File: config.mk
export PLATFORM = sky130hd
export DESIGN_NAME = trig_req_queue
export DESIGN_NICKNAME = d
export VERILOG_FILES = /design/src/rtl/trq_pkg.sv /design/src/rtl/trq_edge.sv /design/src/rtl/trq_count.sv /design/src/rtl/trq_fsm.sv /design/src/rtl/trig_req_queue.sv
export SDC_FILE = /design/constraint.sdc
export NUM_CORES = 1
export LEC_CHECK = 0
export ABC_AREA = 1
export BUFFER_PORTS_ARGS = -buffer_cell sky130_fd_sc_hd__buf_2
export CORE_MARGIN = 10
export CORE_UTILIZATION = 45
export DETAILED_ROUTE_END_ITERATION = 7
export PLACE_DENSITY = 0.77
export SLEW_MARGIN = 0
export SYNTH_ARGS = -nofsm -noshare
export SYNTH_HDL_FRONTEND = slang
export SYNTH_HIERARCHICAL = 1
export SYNTH_SLANG_ARGS = --single-unit
File: constraint.sdc
create_clock -name clk -period 3 [get_ports clk]
set_input_delay 0.3 -clock clk [delete_from_list [all_inputs] [get_ports clk]]
set_output_delay 0.3 -clock clk [all_outputs]
set_load 0.05 [all_outputs]
File: src/rtl/trq_pkg.sv
package trq_pkg;
    typedef enum logic [1:0] {
        ST_IDLE   = 2'd0,
        ST_LAUNCH = 2'd1,
        ST_RUN    = 2'd2
    } trq_state_e;

    localparam int unsigned EDGE_TRIG = 0;
    localparam int unsigned EDGE_HOST = 1;
    localparam int unsigned EDGE_CLR  = 2;
    localparam int unsigned EDGE_N    = 3;
endpackage

File: src/rtl/trq_edge.sv
module trq_edge #(
    parameter int unsigned N = 3
) (
    input  logic         clk,
    input  logic         rst_n,
    input  logic [N-1:0] lvl,
    output logic [N-1:0] rise
);
    logic [N-1:0] prev_q;

    for (genvar gi = 0; gi < N; gi++) begin : g_edge
        always_ff @(posedge clk or negedge rst_n) begin
            if (!rst_n) prev_q[gi] <= 1'b0;
            else        prev_q[gi] <= lvl[gi];
        end
        assign rise[gi] = lvl[gi] & ~prev_q[gi];
    end
endmodule

File: src/rtl/trq_count.sv
module trq_count #(
    parameter int unsigned DEPTH = 2,
    parameter int unsigned CNT_W = $clog2(DEPTH + 1)
) (
    input  logic             clk,
    input  logic             rst_n,
    input  logic             init,
    input  logic             add_trig,
    input  logic             add_host,
    input  logic             take_clr,
    input  logic             take_grant,
    output logic [CNT_W-1:0] wait_cnt,
    output logic             ovf
);
    localparam int unsigned SW = CNT_W + 2;

    logic [CNT_W-1:0] wait_q;
    logic             ovf_q;
    logic [SW-1:0]    base;
    logic [SW-1:0]    nxt;
    logic             spill;

    always_comb begin
        base  = SW'(wait_q) - SW'(take_clr) - SW'(take_grant);
        nxt   = base + SW'(add_trig) + SW'(add_host);
        spill = (nxt > SW'(DEPTH));
    end

    always_ff @(posedge clk or negedge rst_n) begin
        if (!rst_n) begin
            wait_q <= '0;
            ovf_q  <= 1'b0;
        end else if (init) begin
            wait_q <= '0;
            ovf_q  <= 1'b0;
        end else begin
            wait_q <= spill ? CNT_W'(DEPTH) : nxt[CNT_W-1:0];
            if (spill) ovf_q <= 1'b1;
        end
    end

    assign wait_cnt = wait_q;
    assign ovf      = ovf_q;

    assert_wait_cap_R13: assert property (@(posedge clk) disable iff (!rst_n)
        wait_q <= CNT_W'(DEPTH));

    assert_ovf_sticky_R13: assert property (@(posedge clk) disable iff (!rst_n)
        (ovf_q && !init) |=> ovf_q);

    // a clear and a grant in one cycle need two waiting requests
    assert_clear_grant_R7: assert property (@(posedge clk) disable iff (!rst_n)
        (take_clr && take_grant) |-> (wait_q >= CNT_W'(2)));
endmodule

File: src/rtl/trq_fsm.sv
module trq_fsm
    import trq_pkg::*;
(
    input  logic clk,
    input  logic rst_n,
    input  logic init,
    input  logic wait_avail,
    input  logic clr_run,
    input  logic seq_done,
    input  logic builder_en,
    output logic grant,
    output logic seq_start,
    output logic in_process,
    output logic abort_pulse,
    output logic done_pulse
);
    trq_state_e state_q;
    trq_state_e state_d;
    logic       abort_q;
    logic       done_q;

    always_comb begin
        state_d = state_q;
        unique case (state_q)
            ST_IDLE:   if (wait_avail) state_d = ST_LAUNCH;
            ST_LAUNCH: state_d = clr_run ? ST_IDLE : ST_RUN;
            ST_RUN: begin
                if (seq_done)     state_d = ST_IDLE;
                else if (clr_run) state_d = ST_IDLE;
            end
            default:   state_d = ST_IDLE;
        endcase
        if (init) state_d = ST_IDLE;
    end

    always_ff @(posedge clk or negedge rst_n) begin
        if (!rst_n) state_q <= ST_IDLE;
        else        state_q <= state_d;
    end

    always_ff @(posedge clk or negedge rst_n) begin
        if (!rst_n) begin
            abort_q <= 1'b0;
            done_q  <= 1'b0;
        end else begin
            abort_q <= !init && clr_run && (state_q != ST_IDLE)
                       && !((state_q == ST_RUN) && seq_done);
            done_q  <= !init && (state_q == ST_RUN) && seq_done && builder_en;
        end
    end

    assign grant       = (state_q == ST_IDLE) && wait_avail && !init;
    assign seq_start   = (state_q == ST_LAUNCH);
    assign in_process  = (state_q != ST_IDLE);
    assign abort_pulse = abort_q;
    assign done_pulse  = done_q;

    assert_start_once_R4: assert property (@(posedge clk) disable iff (!rst_n)
        seq_start |=> !seq_start);

    assert_abort_idle_R8: assert property (@(posedge clk) disable iff (!rst_n)
        abort_q |-> !in_process);

    assert_done_abort_excl_R12: assert property (@(posedge clk) disable iff (!rst_n)
        !(abort_q && done_q));
endmodule

File: src/rtl/trig_req_queue.sv
module trig_req_queue
    import trq_pkg::*;
#(
    parameter int unsigned DEPTH = 2
) (
    input  logic clk,
    input  logic rst_n,
    input  logic init,
    input  logic trig_start,
    input  logic host_start,
    input  logic clr_recent,
    input  logic builder_en,
    input  logic force_busy,
    input  logic seq_done,
    output logic seq_start,
    output logic seq_abort,
    output logic blk_done,
    output logic in_process,
    output logic fe_busy,
    output logic pending,
    output logic overflow
);
    localparam int unsigned CNT_W = $clog2(DEPTH + 1);

    logic [EDGE_N-1:0] lvl;
    logic [EDGE_N-1:0] rise;
    logic [CNT_W-1:0]  wait_cnt;
    logic              clr_hits_wait;
    logic              clr_run;
    logic              wait_avail;
    logic              grant;
    logic              add_trig;

    assign lvl[EDGE_TRIG] = trig_start;
    assign lvl[EDGE_HOST] = host_start;
    assign lvl[EDGE_CLR]  = clr_recent;

    trq_edge #(.N(EDGE_N)) edge_i (
        .clk   (clk),
        .rst_n (rst_n),
        .lvl   (lvl),
        .rise  (rise)
    );

    assign add_trig      = rise[EDGE_TRIG] & builder_en;
    assign clr_hits_wait = rise[EDGE_CLR] & (wait_cnt != '0);
    assign clr_run       = rise[EDGE_CLR] & (wait_cnt == '0) & in_process;
    assign wait_avail    = (wait_cnt > CNT_W'(clr_hits_wait));

    trq_count #(.DEPTH(DEPTH), .CNT_W(CNT_W)) count_i (
        .clk        (clk),
        .rst_n      (rst_n),
        .init       (init),
        .add_trig   (add_trig),
        .add_host   (rise[EDGE_HOST]),
        .take_clr   (clr_hits_wait),
        .take_grant (grant),
        .wait_cnt   (wait_cnt),
        .ovf        (overflow)
    );

    trq_fsm fsm_i (
        .clk         (clk),
        .rst_n       (rst_n),
        .init        (init),
        .wait_avail  (wait_avail),
        .clr_run     (clr_run),
        .seq_done    (seq_done),
        .builder_en  (builder_en),
        .grant       (grant),
        .seq_start   (seq_start),
        .in_process  (in_process),
        .abort_pulse (seq_abort),
        .done_pulse  (blk_done)
    );

    assign pending = (wait_cnt != '0);
    assign fe_busy = force_busy
                   | (wait_cnt == CNT_W'(DEPTH))
                   | (in_process & (wait_cnt != '0));

    assert_clear_keeps_run_R9: assert property (@(posedge clk) disable iff (!rst_n)
        (rise[EDGE_CLR] && (wait_cnt != '0) && in_process && !seq_done && !init)
        |=> in_process);

    assert_force_busy_R11: assert property (@(posedge clk) disable iff (!rst_n)
        force_busy |-> fe_busy);

    assert_no_trig_when_off_R10: assert property (@(posedge clk) disable iff (!rst_n)
        (!builder_en && rise[EDGE_TRIG] && !rise[EDGE_HOST] && !grant
         && !rise[EDGE_CLR] && !init) |=> $stable(wait_cnt));
endmodule

# After elaboration in Yosys (flattened, before gate mapping)
# Index checks and enable logic that the tools add are counted.
# classes
div_mod_pow,0
n_addsub,4
mux,10
bitwise_logic,13
n_eq_ne,5
order_cmp,2
multipliers,0
reduce_logical,17
n_shift,0
# op_table
operator,n
$mux W2,7
$logic_and A1 B1 Y1,9
$add A4 B1 Y4,2
$and A1 B1 Y1,8
$pmux W2 S3,1
$reduce_bool A2 Y1,3
$eq A2 B2 Y1 const B,2
$gt A4 B2 Y1 const B,1
$logic_not A2 Y1,2
$ne A4 B3 Y1 const B,1
$sub A4 B1 Y4,1
$ne A3 B2 Y1 const B,1
$not A1 Y1,3
$sub A2 B1 Y3,1
$eq A2 B1 Y1 const B,1
$gt A2 B1 Y1,1
$logic_not A1 Y1,2
$mux W1,2
$or A1 B1 Y1,2
$reduce_and A2 Y1,1
# word_totals
mem_bits_ro,0
regBits,10
n_memories,0
ram_bits,0
latchBits,0
word_cells,59

# Longest topological paths before layout
# depth
word_depth,12
ltp_mapped,17
ltp_nobuf,17

# Cells and area by module
# Netlist, hierarchy kept.
# modules_own_cells
module,cells_each,seq_area_each_um2,area_per_inst_um2,n_inst
trq_count,39,75.1,296.5,1
trq_fsm,27,100.1,188.9,1
trq_edge,9,75.1,105.1,1
trig_req_queue,15,0.0,82.6,1

# Worst setup path after synthesis
# OpenSTA, ideal clock, no wires.
# synth_timing
path_kind,reg-to-reg
start,register count_i.wait_q[0] (netlist: count_i/wait_cnt[0])
end,register count_i.ovf_q (netlist: count_i/ovf)
stages_incl_launch_ff,16
required_time_ns,2.887
synth_period_minus_slack_ns,2.787
setup_slack_ns,0.213
arrival_time_ns,2.674
setup_time_ns,0.113
path_cell_list,dfrtp_1 > o21a_1 > ha_1 > o21ai_0 > nand3_1 > nor2_1 > ha_1 > fa_1 > fa_1 > inv_1 > nand2_1 > nand2_2 > nor2_2 > nand3_1 > nand2_1 > inv_1
# synth_via
elab_chain_len,10
elab_cells_between_ends,11
classes_between,add/sub: 4; order compare: 2; bitwise: 1; reduce/logical: 4
# synth_rtl
item,line,text
"start, declared",trq_count.sv:17,logic [CNT_W-1:0] wait_q;
"start signal, assigned",trq_count.sv:37,wait_q <= spill ? CNT_W'(DEPTH) : nxt[CNT_W-1:0];
$reduce_bool A2 Y1,trig_req_queue.sv:46,assign clr_hits_wait = rise[EDGE_CLR] & (wait_cnt != '0);
$and A1 B1 Y1,trig_req_queue.sv:46,
via clr_hits_wait,trig_req_queue.sv:28,logic clr_hits_wait;
$gt A2 B1 Y1,trig_req_queue.sv:48,assign wait_avail = (wait_cnt > CNT_W'(clr_hits_wait));
via wait_avail,trig_req_queue.sv:30,logic wait_avail;
$logic_and A1 B1 Y1 (2 in series),trq_fsm.sv:52,assign grant = (state_q == ST_IDLE) && wait_avail && !init;
via grant,trig_req_queue.sv:31,logic grant;
$sub A4 B1 Y4,trq_count.sv:24,base = SW'(wait_q) - SW'(take_clr) - SW'(take_grant);
$add A4 B1 Y4 (2 in series),trq_count.sv:25,nxt = base + SW'(add_trig) + SW'(add_host);
$gt A4 B2 Y1,trq_count.sv:26,spill = (nxt > SW'(DEPTH));
$reduce_bool A2 Y1 (no line),--,
"end signal, assigned",trq_count.sv:32,ovf_q <= 1'b0;
"end signal, assigned",trq_count.sv:35,ovf_q <= 1'b0;
"end signal, assigned",trq_count.sv:38,if (spill) ovf_q <= 1'b1;
"end, declared",trq_count.sv:18,logic ovf_q;
# The timed path passes the listed nets, and every way through them passes these cells.
# A chain may end at the register's enable or synchronous reset.

# Final worst setup path
# Same ends and word-level chain as after synthesis.

==> results.ini <==
[outcome]
status=complete, no violations

[clock_tree]
cts_tree=built
clkSinkCount=10
clockRootBuffer=clkbuf_4
cts_max_level=1
cts_inserted_buffers=3
clk_pin_slew_ps=70
clk_path_buf_depth=2
clk_latency_ps=260

[synthesis]
ys_seq_area_share_pct=37.17
syn_nets=106
netlist-cell-type-count=13
synth_cells=90
synthesis.area_sq_um=673.1
avgSynthCellArea_sq_um=7.479
ys_ff_latch=10
synth_warnings=6

[floorplan]
row_count=13
fp.dieW_um=58.68
dieArea_sq_um=3443
start_util_pct=49.86
ioPinCount=16
core_area_sq_um=1350
die_height_um=58.68

[drt]
routedWlPerCell_um=10.98
drc=0
drt_first_pass_iters=4
ant_nets=0
avgViaCountPerCell=4.538
drt_iter0_markers=7
wirelength_mm=1.428
vias=590

[worst_setup_path]
rr_worst_depth=15
worst_setup_path_end_kind=register
cp-start-kind=register
cpPeakStageDelay_ps=530
path_buf_inv=2
r2r_start=count_i/wait_cnt[0]
regToRegEndpoint=count_i/ovf
slowest_stage=fa_1
crit_fanout=4
cp.arrival_ps=3100
path_delay_family=adder cells
crit_type=reg2reg
ff2ff_setup_slack_ps=70
required_ps=3160
path_cells=o21a_1, ha_1, o21ai_1, nand3_1, nor2_1, ha_1, fa_2, fa_1, inv_1, nand2_1, nand2_2, nor2_2, nand3_1, nand2_1, inv_1

[cells_and_area]
stdcell_count=130
multi_input_area_sq_um=320.3
regArea_sq_um=250.2
antenna_cells=0
drive_gt1_share_pct=31.30
nNetsFinal=132
nFillCells=128
final_common_cell=inv_1
area_growth_pct=26.77
layout_common_cells=inv_1, nand2_1, buf_2

[global_route]
use_met2_pct=13.96
grt_util_met3_pct=2.146
grt_pass1_wl_mm=2.277
grt_pass1_vias=557
use_met1_pct=9.068
top_usage_layer=met2
grt_max_degree=11
grt_use_total_pct=8.268
overflow=0
antenna_found_initial=0

[timing]
fin_worst_skew_ps=2.180
max_clock_freq_mhz=340.8
max-slew-margin-rel_pct=83.14
period_share_pct=97.80
final_max_slew_viol_count=0
min_period_ps=2934
hold_slack_ps=153.7
rsz0062_at_grt=yes
hold_viol_final=0
tns_ps=0
fin_ws_ps=65.94
tightest_slew_ps=254.6
setup_violations=0

[place]
port_buffers=15
hpwl_mm=1.117
place_congestion=0.7914
dp.cells=121
dp_slack_ps=-7.606

[flow_run]
drv_cap=0

[power_and_ir_drop]
vdd_drop_max_mv=0.7208
p_leak_nw=0.5137
power_density_nw_per_um2=1142

[min_path]
min_path_type=in2reg
holdPathEnd=edge_i/prev_q[0]
min_delay_path_depth=1
hold_start=trig_start

-- metrics by stage --
stage	cell area (sq um)	util (%)	power, mW
3_5_place_dp	774.5	57.37	0.8172
3_3_place_gp	774.5	57.37	0.7912
2_1_floorplan	673.1	-	0.6813
5_1_grt	853.3	63.21	1.059
6_report	853.3	63.21	0.9748
4_1_cts	823.3	60.98	0.9435
-- metal layers --
layer | up-vias | routed length (um) | share of wire (%)
li1 | 305 | - | -
met2 | 16 | 743 | 52
met1 | 264 | 571 | 40
met4 | 0 | 33 | 2.3
met3 | 5 | 79 | 5.5
met5 | - | 0 | 0
-- where the power goes --
group | internal, mW | switching (mW) | leakage, nW
clock | 0.0737 | 0.0474 | 0.0210
sequential | 0.167 | 0.0201 | 0.128
combinational | 0.233 | 0.433 | 0.365
-- worst max-delay path by stage --
stage | startpoint | end | slack (ps) | cells past startpoint
CTS | count_i/wait_cnt[0] | count_i/ovf | 50 | 15
global placement | clr_recent | count_i/ovf | 70 | 18
floorplan | count_i/wait_cnt[0] | count_i/ovf | 210 | 15
global route | edge_i/prev_q[2] | count_i/ovf | -80 | 16
detailed placement | clr_recent | count_i/ovf | -8 | 18
finish | count_i/wait_cnt[0] | count_i/ovf | 70 | 15
-- flip-flops by register name, indices dropped and copies added, names as in the netlist --
signal / count
edge_i/prev_q: 3
count_i/wait_cnt: 2
fsm_i/state_q: 2
count_i/ovf: 1
fsm_i/abort_pulse: 1
fsm_i/done_pulse: 1
-- synthesized netlist by cell type --
master	instances	area, sq um
nand3_1	5	25.02
fa_1	3	60.06
inv_2	2	7.510
nand2_1	15	56.30
nand2_4	1	11.26
ha_1	4	50.05
nand2_2	4	25.02
o21ai_0	1	5.000
inv_1	26	97.59
dfrtp_1	10	250.2
nor2_2	4	25.02
o21a_1	1	7.510
nor2_1	14	52.55
-- repair_timing --
item / in CTS / in global routing
setup buffers: 0 / 4
hold buffers: 1 / 0
endpoints found under the setup margin: 1 / 2
hold endpoints to repair: 10 / 0
gates resized for setup: 1 / 1
-- kinds of logic after synthesis --
family | after synthesis | share of synthesized area, %
fa+ha+maj | 7 | 16.36
flops | 10 | 37.17
simple gates | 43 | 28.99
buf+inv | 28 | 15.61
compound gates | 2 | 1.858
-- area by class of cell --
cell class	count	share of cell area, %
repair buffers	21	14.37
multi-input cells	52	37.54
flip-flops and latches	10	29.33
clock buffers	4	4.252
inverters	28	12.32
well taps	15	2.199
Note: power is estimated with default switching activity, not from simulation.
